`config.mk`:
```
export PLATFORM = sky130hd
export DESIGN_NAME = tcore_top
export DESIGN_NICKNAME = d
export VERILOG_FILES = /design/src/rtl/tcore_pkg.sv /design/src/rtl/tcore_imem.sv /design/src/rtl/tcore_decode.sv /design/src/rtl/tcore_alu.sv /design/src/rtl/tcore_regfile.sv /design/src/rtl/tcore_top.sv
export SDC_FILE = /design/constraint.sdc
export NUM_CORES = 1
export LEC_CHECK = 0
export ABC_CLOCK_PERIOD_IN_PS = 8800
export BUFFER_PORTS_ARGS = -buffer_cell sky130_fd_sc_hd__buf_4
export CORE_ASPECT_RATIO = 2
export CORE_MARGIN = 10
export CORE_UTILIZATION = 38
export CTS_BUF_LIST = sky130_fd_sc_hd__clkbuf_2
export DETAILED_ROUTE_END_ITERATION = 8
export PLACE_DENSITY_LB_ADDON = 0.05
export SYNTH_ARGS = -nofsm -noshare
export SYNTH_HDL_FRONTEND = slang
export SYNTH_SLANG_ARGS = --single-unit
export TNS_END_PERCENT = 1
```
`constraint.sdc`:
```
create_clock -name clk -period 8.8 [get_ports clk]
set_clock_uncertainty 0.15 [all_clocks]
set_input_delay 1.32 -clock clk [delete_from_list [all_inputs] [get_ports clk]]
set_output_delay 1.32 -clock clk [all_outputs]
set_load 0.02 [all_outputs]
```
`src/rtl/tcore_pkg.sv`:
```
package tcore_pkg;

    typedef enum logic [3:0] {
        OP_MOVI,
        OP_CMPI,
        OP_SUBI,
        OP_ADDR,
        OP_MOVR,
        OP_BEQ,
        OP_B,
        OP_RET,
        OP_BAD
    } op_e;

    typedef struct packed {
        op_e         op;
        logic [2:0]  rd;
        logic [2:0]  rn;
        logic [2:0]  rm;
        logic [7:0]  imm;
        logic [11:0] hoff;   // signed halfword offset
    } dec_t;

    typedef enum logic [2:0] {
        S_IDLE,
        S_EXEC,
        S_STALL1,
        S_STALL2,
        S_HALT,
        S_TRAP
    } state_e;

endpackage

```
`src/rtl/tcore_imem.sv`:
```
module tcore_imem #(
    parameter int DEPTH = 32,
    localparam int AW = $clog2(DEPTH)
) (
    input  logic          clk,
    input  logic          we,
    input  logic [AW-1:0] waddr,
    input  logic [15:0]   wdata,
    input  logic [AW-1:0] raddr,
    output logic [15:0]   rdata
);

    logic [15:0] mem [DEPTH];

    always_ff @(posedge clk) begin
        if (we) begin
            mem[waddr] <= wdata;
        end
    end

    assign rdata = mem[raddr];

endmodule

```
`src/rtl/tcore_decode.sv`:
```
module tcore_decode
    import tcore_pkg::*;
(
    input  logic [15:0] ins,
    output dec_t        dec
);

    always_comb begin
        dec      = '0;
        dec.op   = OP_BAD;
        dec.rd   = ins[2:0];
        dec.rn   = ins[5:3];
        dec.rm   = ins[8:6];
        dec.imm  = ins[7:0];
        dec.hoff = {{4{ins[7]}}, ins[7:0]};
        if (ins[15:11] == 5'b00100) begin
            dec.op = OP_MOVI;
            dec.rd = ins[10:8];
        end else if (ins[15:11] == 5'b00101) begin
            dec.op = OP_CMPI;
            dec.rn = ins[10:8];
        end else if (ins[15:11] == 5'b00111) begin
            dec.op = OP_SUBI;
            dec.rn = ins[10:8];
            dec.rd = ins[10:8];
        end else if (ins[15:9] == 7'b0001100) begin
            dec.op = OP_ADDR;
        end else if (ins[15:6] == 10'b0) begin
            dec.op = OP_MOVR;
            dec.rm = ins[5:3];
        end else if (ins[15:8] == 8'hD0) begin
            dec.op = OP_BEQ;
        end else if (ins[15:11] == 5'b11100) begin
            dec.op   = OP_B;
            dec.hoff = {ins[10], ins[10:0]};
        end else if (ins == 16'h4770) begin
            dec.op = OP_RET;
        end
    end

endmodule

```
`src/rtl/tcore_alu.sv`:
```
module tcore_alu #(
    parameter int W = 32
) (
    input  logic [W-1:0] a,
    input  logic [W-1:0] b,
    input  logic         sub,
    output logic [W-1:0] res,
    output logic         c,
    output logic         v
);

    logic [W:0]   sum;
    logic [W-1:0] bx;

    always_comb begin
        bx  = sub ? ~b : b;
        sum = {1'b0, a} + {1'b0, bx} + {{W{1'b0}}, sub};
        res = sum[W-1:0];
        c   = sum[W];
        v   = (a[W-1] == bx[W-1]) && (res[W-1] != a[W-1]);
    end

    always_comb begin
        if (sub) begin
            AST_SUB_NO_BORROW: assert (c == (a >= b));
        end else begin
            AST_ADD_CARRY: assert ({c, res} == ({1'b0, a} + {1'b0, b}));
        end
    end

endmodule

```
`src/rtl/tcore_regfile.sv`:
```
module tcore_regfile #(
    parameter int W    = 32,
    parameter int NREG = 8,
    localparam int RAW = $clog2(NREG)
) (
    input  logic            clk,
    input  logic            rst_n,
    input  logic            load_en,
    input  logic [NREG*W-1:0] load_bus,
    input  logic            we,
    input  logic [RAW-1:0]  waddr,
    input  logic [W-1:0]    wdata,
    input  logic [RAW-1:0]  ra1,
    input  logic [RAW-1:0]  ra2,
    output logic [W-1:0]    rd1,
    output logic [W-1:0]    rd2,
    output logic [NREG*W-1:0] flat
);

    logic [W-1:0] rf [NREG];

    for (genvar gi = 0; gi < NREG; gi++) begin : g_reg
        logic [W-1:0] q;
        always_ff @(posedge clk or negedge rst_n) begin
            if (!rst_n) begin
                q <= '0;
            end else if (load_en) begin
                q <= load_bus[gi*W +: W];
            end else if (we && (waddr == RAW'(gi))) begin
                q <= wdata;
            end
        end
        assign rf[gi]         = q;
        assign flat[gi*W +: W] = q;
    end

    assign rd1 = rf[ra1];
    assign rd2 = rf[ra2];

endmodule

```
`src/rtl/tcore_top.sv`:
```
module tcore_top
    import tcore_pkg::*;
#(
    parameter int DATA_W     = 32,
    parameter int IMEM_DEPTH = 32,
    parameter int CNT_W      = 32,
    localparam int NREG      = 8,
    localparam int IAW       = $clog2(IMEM_DEPTH)
) (
    input  logic                   clk,
    input  logic                   rst_n,
    input  logic                   imem_we,
    input  logic [IAW-1:0]         imem_waddr,
    input  logic [15:0]            imem_wdata,
    input  logic                   start,
    input  logic [NREG*DATA_W-1:0] init_regs,
    output logic [NREG*DATA_W-1:0] regs,
    output logic [3:0]             nzcv,
    output logic                   busy,
    output logic                   done,
    output logic                   illegal,
    output logic [CNT_W-1:0]       cycles
);

    localparam int PC_W = IAW + 1;

    state_e              st_q, st_d;
    logic [PC_W-1:0]     pc_q;
    logic [3:0]          flags_q;
    logic [CNT_W-1:0]    cyc_q;
    logic                done_q;
    logic                ret_q;

    logic [15:0]         ins;
    dec_t                dec;
    logic [DATA_W-1:0]   rd1, rd2;
    logic [DATA_W-1:0]   alu_b, alu_res;
    logic                alu_c, alu_v, alu_sub;
    logic [DATA_W-1:0]   wdata;
    logic                wen;
    logic                taken;
    logic                start_ok;
    logic                retire;
    logic [PC_W-1:0]     boff;
    logic [PC_W-1:0]     target;
    logic [3:0]          flags_d;

    tcore_imem #(.DEPTH(IMEM_DEPTH)) u_imem (
        .clk   (clk),
        .we    (imem_we),
        .waddr (imem_waddr),
        .wdata (imem_wdata),
        .raddr (pc_q[PC_W-1:1]),
        .rdata (ins)
    );

    tcore_decode u_dec (
        .ins (ins),
        .dec (dec)
    );

    tcore_regfile #(.W(DATA_W), .NREG(NREG)) u_rf (
        .clk      (clk),
        .rst_n    (rst_n),
        .load_en  (start_ok),
        .load_bus (init_regs),
        .we       (wen),
        .waddr    (dec.rd),
        .wdata    (wdata),
        .ra1      (dec.rn),
        .ra2      (dec.rm),
        .rd1      (rd1),
        .rd2      (rd2),
        .flat     (regs)
    );

    tcore_alu #(.W(DATA_W)) u_alu (
        .a   (rd1),
        .b   (alu_b),
        .sub (alu_sub),
        .res (alu_res),
        .c   (alu_c),
        .v   (alu_v)
    );

    // ---------------- datapath control ----------------
    always_comb begin
        start_ok = start && (st_q == S_IDLE || st_q == S_HALT || st_q == S_TRAP);
        retire   = (st_q == S_EXEC) && (dec.op != OP_BAD);
        alu_sub  = (dec.op != OP_ADDR);
        alu_b    = (dec.op == OP_ADDR) ? rd2 : {{(DATA_W-8){1'b0}}, dec.imm};

        unique case (dec.op)
            OP_MOVI: wdata = {{(DATA_W-8){1'b0}}, dec.imm};
            OP_MOVR: wdata = rd2;
            default: wdata = alu_res;
        endcase

        wen = retire && (dec.op == OP_MOVI || dec.op == OP_MOVR ||
                         dec.op == OP_SUBI || dec.op == OP_ADDR);

        flags_d = flags_q;
        unique case (dec.op)
            OP_MOVI, OP_MOVR: flags_d = {wdata[DATA_W-1], wdata == '0, flags_q[1:0]};
            OP_CMPI, OP_SUBI, OP_ADDR:
                flags_d = {alu_res[DATA_W-1], alu_res == '0, alu_c, alu_v};
            default: flags_d = flags_q;
        endcase

        taken  = (dec.op == OP_BEQ && flags_q[2]) || dec.op == OP_B || dec.op == OP_RET;
        boff   = PC_W'({{PC_W{dec.hoff[11]}}, dec.hoff, 1'b0});
        target = pc_q + PC_W'(4) + boff;
    end

    // ---------------- state register ----------------
    always_ff @(posedge clk or negedge rst_n) begin
        if (!rst_n) begin
            st_q <= S_IDLE;
        end else begin
            st_q <= st_d;
        end
    end

    // ---------------- next state ----------------
    always_comb begin
        st_d = st_q;
        unique case (st_q)
            S_IDLE, S_HALT, S_TRAP: if (start) st_d = S_EXEC;
            S_EXEC: begin
                if (dec.op == OP_BAD) st_d = S_TRAP;
                else if (taken)       st_d = S_STALL1;
                else                  st_d = S_EXEC;
            end
            S_STALL1: st_d = S_STALL2;
            S_STALL2: st_d = ret_q ? S_HALT : S_EXEC;
            default:  st_d = S_IDLE;
        endcase
    end

    // ---------------- registered outputs and machine state ----------------
    always_ff @(posedge clk or negedge rst_n) begin
        if (!rst_n) begin
            pc_q    <= '0;
            flags_q <= '0;
            cyc_q   <= '0;
            done_q  <= 1'b0;
            ret_q   <= 1'b0;
        end else begin
            done_q <= (st_q == S_STALL2) && ret_q;
            if (start_ok) begin
                pc_q    <= '0;
                flags_q <= '0;
                cyc_q   <= '0;
                ret_q   <= 1'b0;
            end else if (retire) begin
                cyc_q   <= cyc_q + CNT_W'(1);
                flags_q <= flags_d;
                pc_q    <= taken ? target : pc_q + PC_W'(2);
                ret_q   <= (dec.op == OP_RET);
            end else if (st_q == S_STALL1 || st_q == S_STALL2) begin
                cyc_q <= cyc_q + CNT_W'(1);
            end
        end
    end

    assign nzcv    = flags_q;
    assign cycles  = cyc_q;
    assign done    = done_q;
    assign busy    = (st_q == S_EXEC) || (st_q == S_STALL1) || (st_q == S_STALL2);
    assign illegal = (st_q == S_TRAP);

    // ---------------- assertions ----------------
    AST_START_CLEARS: assert property (@(posedge clk) disable iff (!rst_n)
        start_ok |=> (cyc_q == '0) && (pc_q == '0) && (flags_q == 4'b0));
    AST_STALL_PAIR: assert property (@(posedge clk) disable iff (!rst_n)
        (st_q == S_STALL1) |=> (st_q == S_STALL2));
    AST_RETIRE_COUNT: assert property (@(posedge clk) disable iff (!rst_n)
        retire |=> (cyc_q == $past(cyc_q) + CNT_W'(1)));
    AST_DONE_PULSE: assert property (@(posedge clk) disable iff (!rst_n)
        done |=> !done);
    AST_HALT_FROZEN: assert property (@(posedge clk) disable iff (!rst_n)
        (st_q == S_HALT && !start) |=> ($stable(cyc_q) && $stable(regs)));
    AST_TRAP_NO_DONE: assert property (@(posedge clk) disable iff (!rst_n)
        !(done && illegal));
    AST_TRAP_NO_WRITE: assert property (@(posedge clk) disable iff (!rst_n)
        (st_q == S_EXEC && dec.op == OP_BAD) |=> $stable(regs));

endmodule

```
After elaboration in Yosys (flattened, before gate mapping)
Memories as Yosys holds them, arrays and structs flattened. Index checks and enable logic that the tools add are counted.

Register bits after elaboration: 303. Bits in writable memories: 512. Input port bits: 281. Output and inout port bits: 295. Memories: 1.

Memory list: u_imem.mem (depth 32, width 16, read ports 1, clocked after memory_dff 0, wr ports 1, line tcore_imem.sv:13) `logic [15:0] mem [DEPTH];`.

Add/subtract/negate cells: 6. $lt $le $gt $ge: 2. Equal/unequal tests: 33. Multiplexer cells: 65. Bitwise logic cells: 3. Reductions and logical operators: 47.

Operators by type and width (number): $mux W32 (25); $bmux W32 S3 (2); $logic_not A32 Y1 (2); $pmux W32 S2 (1); $mux W4 (9); $add A32 B32 Y33 (1); $add A33 B1 Y33 (1); $add A32 B1 Y32 const B (1); $not A32 Y32 (1); $mux W5 (6); $mux W6 (5); $mux W3 (9); $reduce_bool A2 Y1 (10); $eq A3 B3 Y1 const B (6); $eq A16 B15 Y1 const B (1); $eq A4 B3 Y1 const B (4); $eq A5 B3 Y1 const B (3); $logic_and A1 B1 Y1 (14); $eq A3 B2 Y1 const B (4); $pmux W3 S4 (1); $logic_not A10 Y1 (1); $logic_or A1 B1 Y1 (10); $eq A4 B2 Y1 const B (2); $eq A8 B8 Y1 const B (1); 26 further kinds (36).

Depth between registers and ports, before layout
An unclocked memory read counts as a cell.

Depth after elaboration: 21. Mapped depth: 38. Depth with buffers taken out: 29.

Modules after synthesis
A second synthesis with hierarchy kept.

Cell total of the unflattened synthesis: 3315. Area, all modules: 42421.9 µm².

Modules (own cells, without submodules): tcore_imem (times used 1, cells each 1128, area each 20214.4 µm², seq. area each 15374.7 µm²); tcore_regfile (times used 1, cells each 1380, area each 16106.7 µm², seq. area each 6406.1 µm²); tcore_top (times used 1, cells each 469, area each 3619.7 µm², seq. area each 1151.1 µm²); tcore_alu (times used 1, cells each 276, area each 1989.4 µm², seq. area each 0.0 µm²); tcore_decode (times used 1, cells each 62, area each 491.7 µm², seq. area each 0.0 µm²).

Worst setup path after synthesis
Ideal clock, no wire load.

Path kind: reg-to-reg. From: register pc_q[3]. To: register flags_q[2] (netlist: nzcv[2]). Setup time: 0.104 ns. Arrival: 8.136 ns. Slack: 0.411 ns. Cell stages (with the launch flop): 37. Buffers on the path: 9. Period minus slack after synthesis: 8.389 ns. Cell sequence: dfrtp_1 -> clkbuf_1 -> buf_4 -> buf_2 -> clkbuf_1 -> mux4_2 -> mux4_2 -> mux2_4 -> nor3_4 -> and2_1 -> buf_4 -> buf_6 -> a21o_1 -> buf_4 -> clkbuf_1 -> nand2_1 -> a311oi_1 -> a31oi_1 -> a21oi_1 -> ha_1 -> clkbuf_1 -> and3_1 -> a221oi_1 -> o21bai_1 -> a21oi_1 -> o21ai_0 -> a221oi_1 -> o21ai_0 -> nand4_1 -> a21oi_1 -> a311o_1 -> a21o_1 -> xor2_1 -> a21oi_1 -> and4_1 -> nand4_1 -> o41ai_2.

Word-level cells in the longest chain between the ends: 21. Elaborated cells on any way between the ends: 56.

RTL lines: start: declaration (line tcore_top.sv:28) `logic [PC_W-1:0] pc_q;`; start signal: assignment (line tcore_top.sv:158) `pc_q <= taken ? target : pc_q + PC_W'(2);`; $mem_v2 Z32 W16 *; $eq A16 B15 Y1 / $logic_not A10 Y1 (equally long branches) (line tcore_decode.sv:36, tcore_decode.sv:28); $mux W4 / $mux W3 (equally long branches) (line tcore_decode.sv:36, tcore_decode.sv:28); $mux W4 / $mux W3 (equally long branches) (line tcore_decode.sv:33, tcore_decode.sv:26); $mux W4 / $mux W3 (equally long branches) (line tcore_decode.sv:31, tcore_decode.sv:22); $mux W4 / $mux W3 (equally long branches) (line tcore_decode.sv:28, tcore_decode.sv:19); $mux W4 / $mux W6 (equally long branches) (line tcore_decode.sv:26, tcore_decode.sv:16); $mux W4 / $not A3 Y4 (equally long branches) (line tcore_decode.sv:22, tcore_regfile.sv:38); (+5 left out); $mux W32 (line tcore_alu.sv:16) `bx = sub ? ~b : b;`; $add A32 B32 Y33 (line tcore_alu.sv:17) `sum = {1'b0, a} + {1'b0, bx} + {{W{1'b0}}, sub};`; $add A33 B1 Y33 (line tcore_alu.sv:17); $pmux W32 S2 (line tcore_top.sv:93) `unique case (dec.op)`; $logic_not A32 Y1 (line tcore_top.sv:104) `OP_MOVI, OP_MOVR: flags_d = {wdata[DATA_W-1], wdata == '0, flags_q[1:0]};`; $pmux W4 S2 (line tcore_top.sv:103) `unique case (dec.op)`; $mux W4 (line tcore_top.sv:155) `end else if (retire) begin`; $mux W4 (line tcore_top.sv:150) `if (start_ok) begin`; end signal: assignment (line tcore_top.sv:157) `flags_q <= flags_d;`; end: declaration (line tcore_top.sv:29) `logic [3:0] flags_q;`.

Mark *: on every way between the ends. The rest lies on a longest branch, timed or not. The select of a mux whose other input is x is not followed. A chain may end at the register's enable or synchronous reset.

Worst setup path in the final report
From: register pc_q[2]. To: register u_rf.g_reg[6].q[31].

Word-level cells in the longest chain between the ends: 19. Elaborated cells on any way between the ends: 55.

RTL lines: $mem_v2 Z32 W16 *; $eq A16 B15 Y1 / $logic_not A10 Y1 (equally long branches) (line tcore_decode.sv:36, tcore_decode.sv:28); $mux W4 / $mux W3 (equally long branches) (line tcore_decode.sv:36, tcore_decode.sv:28); $mux W4 / $mux W3 (equally long branches) (line tcore_decode.sv:33, tcore_decode.sv:26); $mux W4 / $mux W3 (equally long branches) (line tcore_decode.sv:31, tcore_decode.sv:22); $mux W4 / $mux W3 (equally long branches) (line tcore_decode.sv:28, tcore_decode.sv:19); $mux W4 / $mux W6 (equally long branches) (line tcore_decode.sv:26, tcore_decode.sv:16); $mux W4 / $not A3 Y4 (equally long branches) (line tcore_decode.sv:22, tcore_regfile.sv:38); (+3 left out); $mux W32 (line tcore_top.sv:91) `alu_b = (dec.op == OP_ADDR) ? rd2 : {{(DATA_W-8){1'b0}}, dec.imm};`; $not A32 Y32 (line tcore_alu.sv:16); $mux W32 (line tcore_alu.sv:16); $add A32 B32 Y33 (line tcore_alu.sv:17); $add A33 B1 Y33 (line tcore_alu.sv:17); $pmux W32 S2 (line tcore_top.sv:93); $mux W32 (line tcore_regfile.sv:29) `end else if (we && (waddr == RAW'(gi))) begin`; $mux W32 (line tcore_regfile.sv:27) `end else if (load_en) begin`; end signal: assignment (line tcore_regfile.sv:28) `q <= load_bus[gi*W +: W];`; end signal: assignment (line tcore_regfile.sv:30) `q <= wdata;`; end: declaration (line tcore_regfile.sv:23) `logic [W-1:0] q;`.

Marks and branches as above.

==> results by group <==
CTS
  – Worst-Skew Late Latency: roughly 1700 ps
  – Htree depth: 4
  – Clock Sinks: roughly 810
  – Clock Tree Root: clkbuf_2
  – Number of buffers created by CTS: 179
  – TritonCTS clock tree: done
  – Clock transition at path regs: 120 ps
  – Max Root-Sink Buffers: 3
  – Post-CTS Setup Bufs: 0

Synth
  – Register area share after synthesis: a little under three fifths
  – Syn nets: 3978
  – Ys flop type: edfxtp_1
  – Syn Std Cell Area: between 0.04 and 0.05 sq mm
  – Syn_area_per_cell: approximately 11 sq um
  – Async SR Flop Fraction: around 37%
  – Gate Count Post-Synth: ~3700
  – Yosys warns: 0
  – Library cells used by synthesis: 99
  – Synth Register Bits: between 800 and 900
  – Number of synthesized flops with an enable pin: between 500 and 600

Run
  – Max_cap viols: 0

Global routing
  – Largest net degree at the start of global routing: between 200 and 250
  – M2 GR Usage: about three fifths
  – Initial antenna violation count: 14
  – First-pass GRT wire length: roughly 300000 um
  – Met1 Use GR: roughly 36%
  – GRT overflow: 0
  – GR Util met3: a little under a tenth
  – Gr usage total: between 30% and 40%
  – Number of global-route vias before repair: 37600
  – Global routing's busiest layer: met2

Layout
  – Fillers: 10100
  – Most frequent cells in the layout: buf_4, nand2_1, edfxtp_1, o21ai_0, dfrtp_1
  – Multi-input gate area: roughly 0.017 sq mm
  – Area growth from synthesis to layout: 28.3%
  – # nets final: between 4000 and 5000
  – FF+latch area: approximately 0.023 sq mm
  – Most common cell after layout, fill and taps aside: buf_4
  – Share of layout cells above drive strength 1: around 28%

Die
  – Boundary Pins: roughly 580
  – Effective utilization at floorplan: between 30% and 40%
  – Die Wd: approximately 250 um
  – Die ar.: roughly 0.12 sq mm
  – Core area: between 0.1 and 0.15 sq mm
  – Cell Rows: 170
  – Die extent in y: roughly 490 um

Route
  – Iter 0 DRT Violations: around 2700
  – Residual DRC: 0
  – Routed length per instance: between 30 and 40 um
  – Pre-antenna DRT Iters: 6
  – DRT antenna net count: 0
  – Drt total wl: around 220000 um
  – Via density: 5.93
  – Routed via count: 36700

Worst setup path
  – Most frequent CP cell: a21oi_1
  – Critical Path Sink Type: register
  – R2R cell count: 30
  – CP max stage cell: mux4_2
  – Req. time, crit path: between 10000 and 15000 ps
  – Critical-path maximum fanout: 35
  – Worst setup path startpoint: pc_q[2]
  – Crit path DAT: between 9000 and 10000 ps
  – R2R setup slack: between 400 and 500 ps
  – Worst R2R Start: pc_q[2]
  – Crit Path Class: reg2reg
  – Critical Path Max Stage Delay: roughly 630 ps
  – Setup crit start kind: register
  – Reg-to-Reg End: u_rf.g_reg[6].q[31]
  – Worst Setup EP: u_rf.g_reg[6].q[31]

Timing
  – Slew headroom: 20.2%
  – Fin. max-slew vios: 0
  – Period utilization: approximately 95%
  – Worst slew pin tran: 1190 ps
  – RSZ-0062 raised after global routing: false
  – Final setup vio count: 0
  – Peak Freq: 0.120 GHz
  – Setup TNS: 0 ps
  – Final Hold Fails: 0
  – Final min period: 8320 ps

Min path
  – Worst hold-check path type: in2async

Placement
  – Placer Congestion: between 1 and 1.5
  – IO Port Bufs: approximately 580
  – Post-DP HPWL: about 170000 um

Outcome
  – Run status: finished clean
sequential cells by signal (all words and copies together), names as in the netlist:
register and cells:
u_imem.mem 512, u_rf.g.q 256, cycles 32, pc_q 5, nzcv 4, st_q 3
done 1, ret_q 1
area by class of cell:
type	instances	area share, %
flip-flops and latches	814	43.4
multi-input cells	2557	32.9
repair buffers	1075	17.0
well taps	1376	3.26
clock buffers	260	2.46
clock inverters	56	0.640
inverters	30	0.213
diodes	12	0.0569
critical path: cells and delay by family (launching register included):
kind | cells | cell delay (ps)
buf+inv | 6 | 1390
simple gates | 3 | 690
xor+xnor | 1 | 180
mux | 5 | 2270
fa+ha+maj | 1 | 310
flops | 1 | 460
compound gates | 14 | 2570
cell usage after synthesis, types with 16 or more instances:
cell type / n / area, sq um
o21ai_0: 309 / 1550
buf_2: 39 / 195
mux4_2: 121 / 2730
and2_1: 17 / 106
nand2_1: 710 / 2670
clkbuf_1: 173 / 649
mux2i_1: 212 / 2120
nand3_1: 222 / 1110
o21ai_1: 16 / 80.1
a22oi_1: 133 / 998
ha_1: 40 / 500
inv_1: 27 / 101
a221oi_1: 19 / 166
xnor2_1: 31 / 272
a21o_1: 29 / 218
a31oi_1: 23 / 144
nor2b_1: 25 / 156
and3_1: 35 / 219
xor2_1: 28 / 245
edfxtp_1: 512 / 15400
nand4_1: 29 / 181
a21oi_1: 122 / 611
nor2_1: 193 / 724
dfrtp_1: 302 / 7560
routing by layer:
metal | routed length, um | up-vias
met3 | 15900 | 679
met5 | 63 | -
met2 | 111000 | 1975
met4 | 22800 | 10
li1 | - | 15700
met1 | 73000 | 18300
worst min-delay path by stage:
stage               startpoint    endpoint  slack [ps]  cells after the start
finish                   rst_n  cycles[17]         150                      2
global route             rst_n  cycles[17]         120                      2
CTS                      rst_n  cycles[14]          10                      2
detailed placement     nzcv[3]     nzcv[3]         360                      2
global placement       nzcv[3]     nzcv[3]         340                      2
floorplan              st_q[2]     st_q[1]         320                      1
through the flow:
stage / utilization, % / instance area, sq um / instances / hold WS [ps] / setup WS (ps)
finish: 49.2 / 52800 / 6180 / 148 / 479
global route: 49.1 / 52800 / 6171 / 118 / 45.9
CTS: 49.1 / 52700 / 6168 / 9.95 / 170
detailed placement: 45.0 / 48400 / 5578 / 360 / 189
global placement: 45.0 / 48400 / 5578 / 342 / 269
floorplan: - / 41200 / 3655 / 323 / 411
kinds of logic after synthesis:
group,Yosys count,share of synthesized area (%)
DFF,814,55.7
buffers and inverters,284,3.10
xor gates and xnor gates,59,1.26
AOI/OAI and AO/OA,787,12.2
adders and majority gates,42,1.31
and+or+nand+nor,1324,14.3
muxes,345,12.1
repair_timing:
| action | in CTS | in global routing |
|---|---|---|
| hold endpoints to repair | 858 | 0 |
| hold buffers | 274 | 0 |
| endpoints found under the setup margin | 0 | 16 |
| resized for setup | 0 | 6 |
Power is not shown: default switching activity piles up to over one toggle a cycle in this logic, so the estimate is an artifact.
